<file path="src/rtl/vid_id_pkg.sv">
package vid_id_pkg;
  localparam int DATA_W = 14;
  localparam int CRC_W  = 6;
  localparam int WORD_W = DATA_W + CRC_W;

  localparam logic [CRC_W-1:0] CRC_POLY = 6'h03;  // x^6 + x + 1
  localparam logic [CRC_W-1:0] CRC_INIT = 6'h3f;

  typedef enum logic [1:0] {
    SMP_IDLE,
    SMP_SEEK,
    SMP_RECV,
    SMP_CHECK
  } smp_state_e;

  function automatic logic [CRC_W-1:0] crc6_calc(input logic [DATA_W-1:0] d);
    logic [CRC_W-1:0] c;
    logic fb;
    c = CRC_INIT;
    for (int i = 0; i < DATA_W; i++) begin
      fb = c[CRC_W-1] ^ d[i];
      c  = {c[CRC_W-2:0], 1'b0} ^ (fb ? CRC_POLY : '0);
    end
    return c;
  endfunction
endpackage

</file>
<file path="src/rtl/vid_line_tracker.sv">
module vid_line_tracker #(
  parameter int LINE_W  = 10,
  parameter int F1_BASE = 263,
  parameter int NOM_F0  = 20,
  parameter int NOM_F1  = 283
) (
  input  logic clk_i,
  input  logic rst_ni,
  input  logic hsync_i,
  input  logic vsync_i,
  input  logic field_i,
  input  logic strict_i,
  output logic line_go_o,
  output logic in_win_o
);
  localparam logic [LINE_W-1:0] NOM0 = LINE_W'(NOM_F0);
  localparam logic [LINE_W-1:0] NOM1 = LINE_W'(NOM_F1);
  localparam logic [LINE_W-1:0] BASE1 = LINE_W'(F1_BASE);

  logic [LINE_W-1:0] line_q, nxt, nom;
  logic fld_q, go_q, win_q, strict_q, win_c;

  always_comb begin
    nxt = line_q + 1'b1;
    nom = fld_q ? NOM1 : NOM0;
    if (strict_i) win_c = (nxt == nom);
    else          win_c = (nxt >= nom - 1'b1) && (nxt <= nom + 1'b1);
  end

  always_ff @(posedge clk_i or negedge rst_ni) begin
    if (!rst_ni) begin
      line_q   <= '0;
      fld_q    <= 1'b0;
      go_q     <= 1'b0;
      win_q    <= 1'b0;
      strict_q <= 1'b0;
    end else if (vsync_i) begin
      line_q <= field_i ? BASE1 : '0;
      fld_q  <= field_i;
      go_q   <= 1'b0;
      win_q  <= 1'b0;
    end else if (hsync_i) begin
      line_q   <= nxt;
      go_q     <= 1'b1;
      win_q    <= win_c;
      strict_q <= strict_i;
    end else begin
      go_q <= 1'b0;
    end
  end

  assign line_go_o = go_q;
  assign in_win_o  = win_q;

  // strict window opens on the nominal line only
  a_r5_strict_nominal: assert property (@(posedge clk_i) disable iff (!rst_ni)
    (go_q && win_q && strict_q) |-> (line_q == nom));
  // tolerant window never exceeds one line either side
  a_r5_tol_span: assert property (@(posedge clk_i) disable iff (!rst_ni)
    (go_q && win_q) |-> ((line_q + 1'b1 >= nom) && (line_q <= nom + 1'b1)));
endmodule

</file>
<file path="src/rtl/vid_bit_sampler.sv">
module vid_bit_sampler
  import vid_id_pkg::*;
#(
  parameter int CELL   = 32,
  parameter int WIN_LO = 40,
  parameter int WIN_HI = 200
) (
  input  logic              clk_i,
  input  logic              rst_ni,
  input  logic              soft_rst_i,
  input  logic              data_i,
  input  logic              line_go_i,
  input  logic              in_win_i,
  output logic              word_ok_o,
  output logic [DATA_W-1:0] word_o
);
  localparam int CNT_W = $clog2(WIN_HI + 2);
  localparam int PH_W  = $clog2(CELL + CELL / 2 + 1);
  localparam int IDX_W = $clog2(WORD_W);
  localparam logic [CNT_W-1:0] CNT_LO    = CNT_W'(WIN_LO);
  localparam logic [CNT_W-1:0] CNT_HI    = CNT_W'(WIN_HI);
  localparam logic [PH_W-1:0]  PH_SAMPLE = PH_W'(CELL + CELL / 2);
  localparam logic [PH_W-1:0]  PH_RELOAD = PH_W'(CELL / 2 + 1);
  localparam logic [IDX_W-1:0] IDX_LAST  = IDX_W'(WORD_W - 1);

  smp_state_e state_q;
  logic [CNT_W-1:0]  cnt_q;
  logic [PH_W-1:0]   ph_q;
  logic [IDX_W-1:0]  idx_q;
  logic [WORD_W-1:0] sh_q;
  logic [CRC_W-1:0]  rx_crc;
  logic data_q, ok_q;
  logic [DATA_W-1:0] word_q;

  // CRC arrives msb first after the data
  always_comb begin
    for (int j = 0; j < CRC_W; j++) rx_crc[CRC_W-1-j] = sh_q[DATA_W+j];
  end

  always_ff @(posedge clk_i or negedge rst_ni) begin
    if (!rst_ni) begin
      state_q <= SMP_IDLE;
      cnt_q   <= '0;
      ph_q    <= '0;
      idx_q   <= '0;
      sh_q    <= '0;
      data_q  <= 1'b0;
      ok_q    <= 1'b0;
      word_q  <= '0;
    end else begin
      data_q <= data_i;
      ok_q   <= 1'b0;
      if (soft_rst_i) begin
        state_q <= SMP_IDLE;
        word_q  <= '0;
      end else if (line_go_i) begin
        state_q <= in_win_i ? SMP_SEEK : SMP_IDLE;
        cnt_q   <= '0;
      end else begin
        unique case (state_q)
          SMP_SEEK: begin
            if (data_i && !data_q && cnt_q >= CNT_LO) begin
              state_q <= SMP_RECV;
              ph_q    <= PH_W'(1);
              idx_q   <= '0;
            end else if (cnt_q == CNT_HI) begin
              state_q <= SMP_IDLE;
            end else begin
              cnt_q <= cnt_q + 1'b1;
            end
          end
          SMP_RECV: begin
            if (ph_q == PH_SAMPLE) begin
              sh_q[idx_q] <= data_i;
              ph_q        <= PH_RELOAD;
              if (idx_q == IDX_LAST) state_q <= SMP_CHECK;
              else                   idx_q   <= idx_q + 1'b1;
            end else begin
              ph_q <= ph_q + 1'b1;
            end
          end
          SMP_CHECK: begin
            ok_q    <= (crc6_calc(sh_q[DATA_W-1:0]) == rx_crc);
            word_q  <= sh_q[DATA_W-1:0];
            state_q <= SMP_IDLE;
          end
          default: state_q <= SMP_IDLE;
        endcase
      end
    end
  end

  assign word_ok_o = ok_q;
  assign word_o    = word_q;

  // a word starts only inside the start window
  a_r2_start_in_window: assert property (@(posedge clk_i) disable iff (!rst_ni)
    (state_q == SMP_RECV && $past(state_q) == SMP_SEEK) |->
      ($past(cnt_q) >= CNT_LO && $past(cnt_q) <= CNT_HI));
  // bit index stays within the word
  a_r2_idx_range: assert property (@(posedge clk_i) disable iff (!rst_ni)
    (state_q == SMP_RECV) |-> (idx_q <= IDX_LAST));
  // a good-word strobe follows a completed 20-bit capture
  a_r3_ok_after_check: assert property (@(posedge clk_i) disable iff (!rst_ni)
    ok_q |-> ($past(state_q) == SMP_CHECK));
endmodule

</file>
<file path="src/rtl/vid_field_judge.sv">
module vid_field_judge #(
  parameter int DATA_W     = 14,
  parameter int MISS_LIMIT = 3
) (
  input  logic              clk_i,
  input  logic              rst_ni,
  input  logic              soft_rst_i,
  input  logic              vsync_i,
  input  logic              no_hold_i,
  input  logic              word_ok_i,
  input  logic [DATA_W-1:0] word_i,
  output logic [DATA_W-1:0] data_o,
  output logic              valid_o
);
  localparam int MISS_W = $clog2(MISS_LIMIT + 1);
  localparam logic [MISS_W-1:0] MISS_MAX = MISS_W'(MISS_LIMIT);

  logic [DATA_W-1:0] cap_q, prev_q, data_q;
  logic got_q, prev_ok_q, valid_q;
  logic [MISS_W-1:0] miss_q, miss_n;

  assign miss_n = (miss_q == MISS_MAX) ? MISS_MAX : miss_q + 1'b1;

  always_ff @(posedge clk_i or negedge rst_ni) begin
    if (!rst_ni) begin
      cap_q     <= '0;
      prev_q    <= '0;
      data_q    <= '0;
      got_q     <= 1'b0;
      prev_ok_q <= 1'b0;
      valid_q   <= 1'b0;
      miss_q    <= '0;
    end else if (soft_rst_i) begin
      cap_q     <= '0;
      prev_q    <= '0;
      data_q    <= '0;
      got_q     <= 1'b0;
      prev_ok_q <= 1'b0;
      valid_q   <= 1'b0;
      miss_q    <= '0;
    end else if (vsync_i) begin
      got_q <= 1'b0;
      if (got_q) begin
        if (prev_ok_q && prev_q == cap_q) begin
          data_q  <= cap_q;
          valid_q <= 1'b1;
        end
        prev_q    <= cap_q;
        prev_ok_q <= 1'b1;
        miss_q    <= '0;
      end else begin
        prev_ok_q <= 1'b0;
        if (no_hold_i) begin
          data_q  <= '0;
          valid_q <= 1'b0;
          miss_q  <= '0;
        end else begin
          miss_q <= miss_n;
          if (miss_n >= MISS_MAX) valid_q <= 1'b0;
        end
      end
    end else if (word_ok_i && !got_q) begin
      got_q <= 1'b1;  // first good word of the field wins
      cap_q <= word_i;
    end
  end

  assign data_o  = data_q;
  assign valid_o = valid_q;

  // validity rises only at a field boundary that closed a good field
  a_r6_valid_rise: assert property (@(posedge clk_i) disable iff (!rst_ni)
    $rose(valid_q) |-> $past(vsync_i && got_q && prev_ok_q));
  // holding keeps the published word through a bad field
  a_r7_hold_keep: assert property (@(posedge clk_i) disable iff (!rst_ni)
    (vsync_i && !soft_rst_i && !got_q && !no_hold_i) |=> $stable(data_q));
  // without hold, one bad field clears everything
  a_r8_no_hold_drop: assert property (@(posedge clk_i) disable iff (!rst_ni)
    (vsync_i && !soft_rst_i && !got_q && no_hold_i) |=> (!valid_q && data_q == '0));
  // soft reset empties the result and the capture
  a_r9_soft_clear: assert property (@(posedge clk_i) disable iff (!rst_ni)
    soft_rst_i |=> (!valid_q && data_q == '0 && !got_q && miss_q == '0));
  // a new nonzero word appears only after agreement
  a_r11_change_agreed: assert property (@(posedge clk_i) disable iff (!rst_ni)
    (!$stable(data_q) && data_q != '0) |-> $past(vsync_i && got_q && prev_ok_q && prev_q == cap_q));
endmodule

</file>
<file path="src/rtl/vid_id_decoder.sv">
module vid_id_decoder
  import vid_id_pkg::*;
#(
  parameter int CELL       = 32,
  parameter int WIN_LO     = 40,
  parameter int WIN_HI     = 200,
  parameter int MISS_LIMIT = 3,
  parameter int LINE_W     = 10
) (
  input  logic              clk_i,
  input  logic              rst_ni,
  input  logic              data_i,
  input  logic              hsync_i,
  input  logic              vsync_i,
  input  logic              field_i,
  input  logic              strict_i,
  input  logic              no_hold_i,
  input  logic              soft_rst_i,
  output logic [DATA_W-1:0] id_data_o,
  output logic              valid_o,
  output logic              wide_o,
  output logic              lbox_o
);
  logic line_go, in_win, word_ok;
  logic [DATA_W-1:0] word;

  vid_line_tracker #(
    .LINE_W (LINE_W),
    .F1_BASE(263),
    .NOM_F0 (20),
    .NOM_F1 (283)
  ) u_track (
    .clk_i    (clk_i),
    .rst_ni   (rst_ni),
    .hsync_i  (hsync_i),
    .vsync_i  (vsync_i),
    .field_i  (field_i),
    .strict_i (strict_i),
    .line_go_o(line_go),
    .in_win_o (in_win)
  );

  vid_bit_sampler #(
    .CELL  (CELL),
    .WIN_LO(WIN_LO),
    .WIN_HI(WIN_HI)
  ) u_smp (
    .clk_i     (clk_i),
    .rst_ni    (rst_ni),
    .soft_rst_i(soft_rst_i),
    .data_i    (data_i),
    .line_go_i (line_go),
    .in_win_i  (in_win),
    .word_ok_o (word_ok),
    .word_o    (word)
  );

  vid_field_judge #(
    .DATA_W    (DATA_W),
    .MISS_LIMIT(MISS_LIMIT)
  ) u_judge (
    .clk_i     (clk_i),
    .rst_ni    (rst_ni),
    .soft_rst_i(soft_rst_i),
    .vsync_i   (vsync_i),
    .no_hold_i (no_hold_i),
    .word_ok_i (word_ok),
    .word_i    (word),
    .data_o    (id_data_o),
    .valid_o   (valid_o)
  );

  assign wide_o = valid_o & id_data_o[0];
  assign lbox_o = valid_o & id_data_o[1];

  // gated flags never stand without validity
  a_r10_flags_gated: assert property (@(posedge clk_i) disable iff (!rst_ni)
    (wide_o || lbox_o) |-> valid_o);
endmodule

</file>
<file path="config.mk">
export PLATFORM = sky130hd
export DESIGN_NAME = vid_id_decoder
export DESIGN_NICKNAME = d
export VERILOG_FILES = /design/src/rtl/vid_id_pkg.sv /design/src/rtl/vid_line_tracker.sv /design/src/rtl/vid_bit_sampler.sv /design/src/rtl/vid_field_judge.sv /design/src/rtl/vid_id_decoder.sv
export SDC_FILE = /design/constraint.sdc
export NUM_CORES = 1
export LEC_CHECK = 0
export ABC_AREA = 1
export BUFFER_PORTS_ARGS = -buffer_cell sky130_fd_sc_hd__buf_2
export CAP_MARGIN = 40
export CORE_MARGIN = 3
export CORE_UTILIZATION = 45
export DETAILED_ROUTE_END_ITERATION = 10
export SYNTH_ARGS = -nofsm -noshare
export SYNTH_HDL_FRONTEND = slang
export SYNTH_SLANG_ARGS = --single-unit
</file>
<file path="constraint.sdc">
create_clock -name clk_i -period 1.7 [get_ports clk_i]
set_input_delay 0.17 -clock clk_i [delete_from_list [all_inputs] [get_ports clk_i]]
set_output_delay 0.17 -clock clk_i [all_outputs]
set_load 0.01 [all_outputs]
</file>
# --- Word-level counts from Yosys, hierarchy flattened ---
# Cells that the tools add are included.
totals:
  in_bits: 9
  register_bits: 117
classes:
  n_addsub: 7
  n_mux: 79
  reduce_logical: 28
  eq_ne: 21
  order_cmp: 6
  n_bitwise: 31
op_table:
  columns: ["op", "count"]
  rows:
  - ["two-way mux 14 bit", 14]
  - ["XOR 6 bit", 13]
  - ["two-way mux 2 bit", 25]
  - ["two-way mux 8 bit", 4]
  - ["two-way mux 1 bit", 22]
  - ["adder 10 x 1 -> 10 bit (second input constant)", 2]
  - ["bitwise mux 20 bit", 1]
  - ["two-way mux 10 bit", 2]
  - ["two-way mux 9 bit", 2]
  - ["two-way mux 5 bit", 3]
  - ["== test 14 bit", 1]
  - ["nonzero test 2 bit", 7]
  - ["XOR 1 bit", 13]
  - ["two-way mux 6 bit", 2]
  - ["one-hot mux 6 bit (2 select lines)", 1]
  - ["AND reduction 4 bit", 3]
  - ["== test 10 bit", 1]
  - [">= comparator 10 bit", 1]
  - ["<= comparator 10 bit", 1]
  - ["one-hot mux 5 bit (2 select lines)", 1]
  - ["subtractor 10 x 1 -> 10 bit (second input constant)", 1]
  - ["AND reduction 3 bit", 3]
  - ["adder 8 x 1 -> 8 bit (second input constant)", 1]
  - ["== test 8 bit (second input constant)", 1]
  - ["28 further kinds", 47]

# --- Longest topological paths before layout ---
logic_depth:
  word_depth: 45
  mapped_depth: 13

# --- Hierarchy ---
# Synthesis repeated with hierarchy kept, for this count alone.
hier_totals:
  hier_cells: 811
  area_unflattened_um2: 6417.4
modules_own_cells:
  columns: ["mod", "area_each_um2", "seq_area_each_um2", "cells_per_inst", "n_inst"]
  rows:
  - ["vid_bit_sampler", 3342.0, 1426.4, 421, 1]
  - ["vid_field_judge", 2187.1, 1176.1, 269, 1]
  - ["vid_line_tracker", 873.3, 325.3, 117, 1]
  - ["vid_id_decoder", 15.0, 0.0, 4, 1]

# --- Least setup slack after synthesis ---
# Ideal clock, no wire load.
synth_timing:
  path_kind: "flip-flop to flip-flop"
  startpoint: "reg u_track.line_q[0]"
  endpoint: "reg u_track.win_q, in the netlist u_track.in_win_o"
  setup_ps: 127
  arrival_ps: 1762
  stages_incl_launch_ff: 12
  period_less_slack_ps: 1890
  path_slack_ps: -190
  cell_sequence: "dfrtp_1 ha_1 nand3_1 nor2_1 nand3_1 xnor2_1 ha_1 nor2_1 o21ai_0 o31ai_1 a31oi_1 o21ai_0"
synth_between:
  elab_chain_cells: 6
synth_lines:
  columns: ["item", "line_no", "text"]
  rows:
  - ["from (decl)", "vid_line_tracker.sv:20", "logic [LINE_W-1:0] line_q, nxt, nom;"]
  - ["from (signal assigned)", "vid_line_tracker.sv:38", "line_q <= field_i ? BASE1 : '0;"]
  - ["from (signal assigned)", "vid_line_tracker.sv:43", "line_q <= nxt;"]
  - ["adder 10 x 1 -> 10 bit *", "vid_line_tracker.sv:24", "nxt = line_q + 1'b1;"]
  - [">= comparator 10 bit or <= comparator 10 bit (tied branches)", "vid_line_tracker.sv:27", "else win_c = (nxt >= nom - 1'b1) && (nxt <= nom + 1'b1);"]
  - ["logical AND 1 bit", "vid_line_tracker.sv:27", null]
  - ["two-way mux 1 bit *", "vid_line_tracker.sv:26", "if (strict_i) win_c = (nxt == nom);"]
  - ["two-way mux 1 bit *", "vid_line_tracker.sv:42", "end else if (hsync_i) begin"]
  - ["two-way mux 1 bit *", "vid_line_tracker.sv:37", "end else if (vsync_i) begin"]
  - ["to (signal assigned)", "vid_line_tracker.sv:45", "win_q <= win_c;"]
  - ["to (decl)", "vid_line_tracker.sv:21", "logic fld_q, go_q, win_q, strict_q, win_c;"]
# Every way passes the cells marked *; elsewhere a longest branch is shown, timed or not. The select of a mux whose other input is x is not followed.
# A chain may end at the register's enable or synchronous reset.

# --- Worst setup path in the final report ---
layout_timing:
  startpoint: "reg u_track.line_q[1]"
  endpoint: "reg u_track.win_q, in the netlist u_track.in_win_o"
# Same word-level chain as after synthesis.

==> metrics <==
clock slew seen by the registers of the worst setup and hold paths 0.06 ns; critical path class reg -> reg; crit-path cells nand3_2 -> xor2_1 -> ha_1 -> nand3_2 -> o21ai_1 -> nand4_1 -> a21oi_2 -> nand2_1 -> o21ai_1; final hold vios 0; total negative slack -0.161 ns; total grt overflow 0; reg-to-reg setup timing slack -0.16 ns; Synth area leader dfrtp_1; FF+latch count, synth 117; Cell Area, Synth 6100 µm²; TritonRoute pass-1 iters 5; FFs w/ async S/R, synth 100%; initial core utilization 47.2%; pre-CTS WS -0.154 ns; Synth top area share 48.0%; nature of the critical path endpoint register; power share of the clock group 49.4%; number of global-route vias before repair 5,078; design area 7590 µm²; Mean Syn Cell Area 7.99 µm²; gr usage total 20.6%; Final Max Tran Viols 0; Ports 26; Placer Congestion 0.882; Placed Area 6600 µm²; Power Density 894 nW/µm²; Max-cap violations 0; crit start category register; 1st-iter DRT viols 270; H-tree levels 4; RSZ-0062 raised after global routing yes; Post-synth EDFFs 0; largest net degree at the start of global routing 37; required time of the critical path 2.04 ns; Area Overhead vs Synth 24.5%; FMAX 537 MHz; Critical Path Fanout Max 3; worst r2r path cells 9; DP HPWL 10,300 µm; DRT Wirelength 14,800 µm; Reg2Reg Launch Point u_track.line_q[1]$_DFFE_PN0P_; setup violators final 1; Net Sw Frac 24.7%; later-pin clock latency in the skew report 0.42 ns; Worst-Margin Slew 0.580 ns; Hold Path Cell Cnt 3; core area 12,900 µm²; ratio of cells with drive above 1 in the final layout 22.9%; Cell Int Power 5.11 mW; TritonCTS clock tree yes; Final Cycle Share 109%; hold crit path type in -> reg; DIE AREA 15,000 µm²; clock tree buffer depth 2; Worst Hold Launch strict_i; Num CTS Buffers 17; CTS root buf clkbuf_16; critical path arrival 2.20 ns; chip height 122 µm; Tot Pwr 6.79 mW; DRC viols 0; commonest non-fill, non-tap cells in the layout 137 x nand2_1, 117 x inv_1, 108 x dfrtp_1; Sinks on Clock Net 117; main flop type after synthesis dfrtp_1; nets 858; DR WL/cell 14.5 µm; Hold EP u_track.in_win_o$_DFFE_PN0P_; # diodes 0; Unique masters post-synth 33; Slowest-stage cell, CP dfrtp_1; first-pass GRT wire length 24,300 µm; Largest stage delay, worst path 0.42 ns; Ys Warns 0; Comb pwr share 7.7%; syn_nets 789; commonest non-fill, non-tap cell in the layout nand2_1; DR vias 5,286; Seq/Total Area, Yosys 48.0%; Slew Limit Headroom 61.2%; synthesized instance count 764; Routed Antenna Nets 0; Area contributors post-synth dfrtp_1 48%, nand2_1 9.8%, inv_1 7.8%; hold slack 0.0559 ns; Pleak 3.46 nW; Sequential Power Share 42.9%; Reg-to-Reg End u_track.in_win_o$_DFFE_PN0P_; Max VDD drop 700 µV; port buffer count 25; Psw 1.68 mW; Core Rows 41; die width 122 µm; Via density 5.19; initial antenna violation count 0; clk_skew 0.00906 ns; min Tclk post-route 1.86 ns; status complete, but fails checks; failing checks negative setup slack; final worst slack -0.161 ns
==> what timing repair did <==
action / in CTS / in global routing
gates cloned: 0 / 2
gates resized for setup: 4 / 79
hold buffers: 2 / 0
endpoints found under the setup margin: 11 / 43
setup buffers: 1 / 12
hold endpoints to repair: 54 / 0
pin swaps: 4 / 33
==> cell type report <==
type                       count  area, µm²
timing repair buffer          68        528
tap                          172        215
fill                        1158       5330
multi-input combinational    498       2850
sequential                   117       2940
inverter                     131        499
clock buffer                  19        453
clock inverter                13        109
==> worst max-delay path by stage <==
| stage | slack (ns) | end | depth (start not counted) | from |
|---|---|---|---|---|
| final | -0.16 | u_track.in_win_o$_DFFE_PN0P_ | 9 | u_track.line_q[1]$_DFFE_PN0P_ |
| after global routing | -0.31 | u_track.in_win_o$_DFFE_PN0P_ | 9 | u_track.line_q[1]$_DFFE_PN0P_ |
| after CTS | -0.13 | u_track.in_win_o$_DFFE_PN0P_ | 11 | u_track.line_q[1]$_DFFE_PN0P_ |
| after detailed placement | -0.15 | u_track.in_win_o$_DFFE_PN0P_ | 11 | u_track.line_q[1]$_DFFE_PN0P_ |
| after global placement | -0.07 | u_track.in_win_o$_DFFE_PN0P_ | 11 | u_track.line_q[1]$_DFFE_PN0P_ |
| after floorplan | -0.08 | u_track.in_win_o$_DFFE_PN0P_ | 10 | u_track.line_q[0]$_DFFE_PN0P_ |
==> synth_stat cells (all sizes together) (6+ instances only) <==
master,count
nand2,168
inv,131
dfrtp,117
o21ai,69
nand3,67
nor2,62
o22ai,53
ha,16
xor2,15
a21oi,14
buf,12
nor3,10
nand4,9
clkbuf,6
==> critical path: cells and delay by family (launching register included) <==
family | cells | cell delay (ns)
AO/OA/AOI/OAI | 3 | 0.44
flip-flops | 1 | 0.42
AND/OR/NAND/NOR | 4 | 0.43
XOR/XNOR | 1 | 0.17
adder cells (fa/ha/maj) | 1 | 0.32
==> registers in the layout, summed over array words and instances (netlist names) <==
register           cells
u_judge.miss_q         2
u_smp.word_o          14
u_judge.got_q          1
u_judge.cap_q         14
u_smp.ph_q             6
u_smp.data_q           1
u_smp.state_q          2
u_judge.prev_ok_q      1
u_track.in_win_o       1
u_judge.valid_o        1
u_smp.word_ok_o        1
u_track.fld_q          1
u_judge.prev_q        14
u_smp.sh_q            20
u_judge.data_o        14
u_track.line_q        10
u_track.line_go_o      1
u_smp.cnt_q            8
u_smp.idx_q            5
==> cell families after synthesis <==
| family | share of synthesized area (%) |
|---|---|
| and+or+nand+nor | 22.9 |
| buffers and inverters | 9.70 |
| AOI/OAI and AO/OA | 13.4 |
| DFF | 48.0 |
| xor gates and xnor gates | 2.73 |
| adders and majority gates | 3.28 |
==> per-stage QoR <==
step,util (%),cells
2_1_floorplan,-,764
3_3_place_gp,51.0,969
3_5_place_dp,51.0,969
4_1_cts,55.7,1004
5_1_grt,58.7,1018
6_report,58.7,1018
==> routing by layer <==
| layer | vias up | global-route usage (%) | part of all wire [%] | wire, µm |
|---|---|---|---|---|
| li1 | 2628 | - | - | - |
| met3 | 22 | 4.65 | 3.7 | 549 |
| met2 | 106 | 33.7 | 50 | 7410 |
| met1 | 2530 | 27.0 | 45 | 6600 |
| met4 | 0 | 7.21 | 1.5 | 215 |
| met5 | - | 0 | 0 | 0 |
==> power groups by stage <==
stage / Clock, mW / Combinational (mW) / Sequential (mW)
detailed placement: 0 / 0.476 / 2.96
finish: 3.35 / 0.523 / 2.92
floorplan: 0 / 0.292 / 2.95
global route: 3.53 / 0.598 / 2.92
global placement: 0 / 0.459 / 2.95
CTS: 3.41 / 0.490 / 2.91
Note: power is estimated with default switching activity, not from simulation.
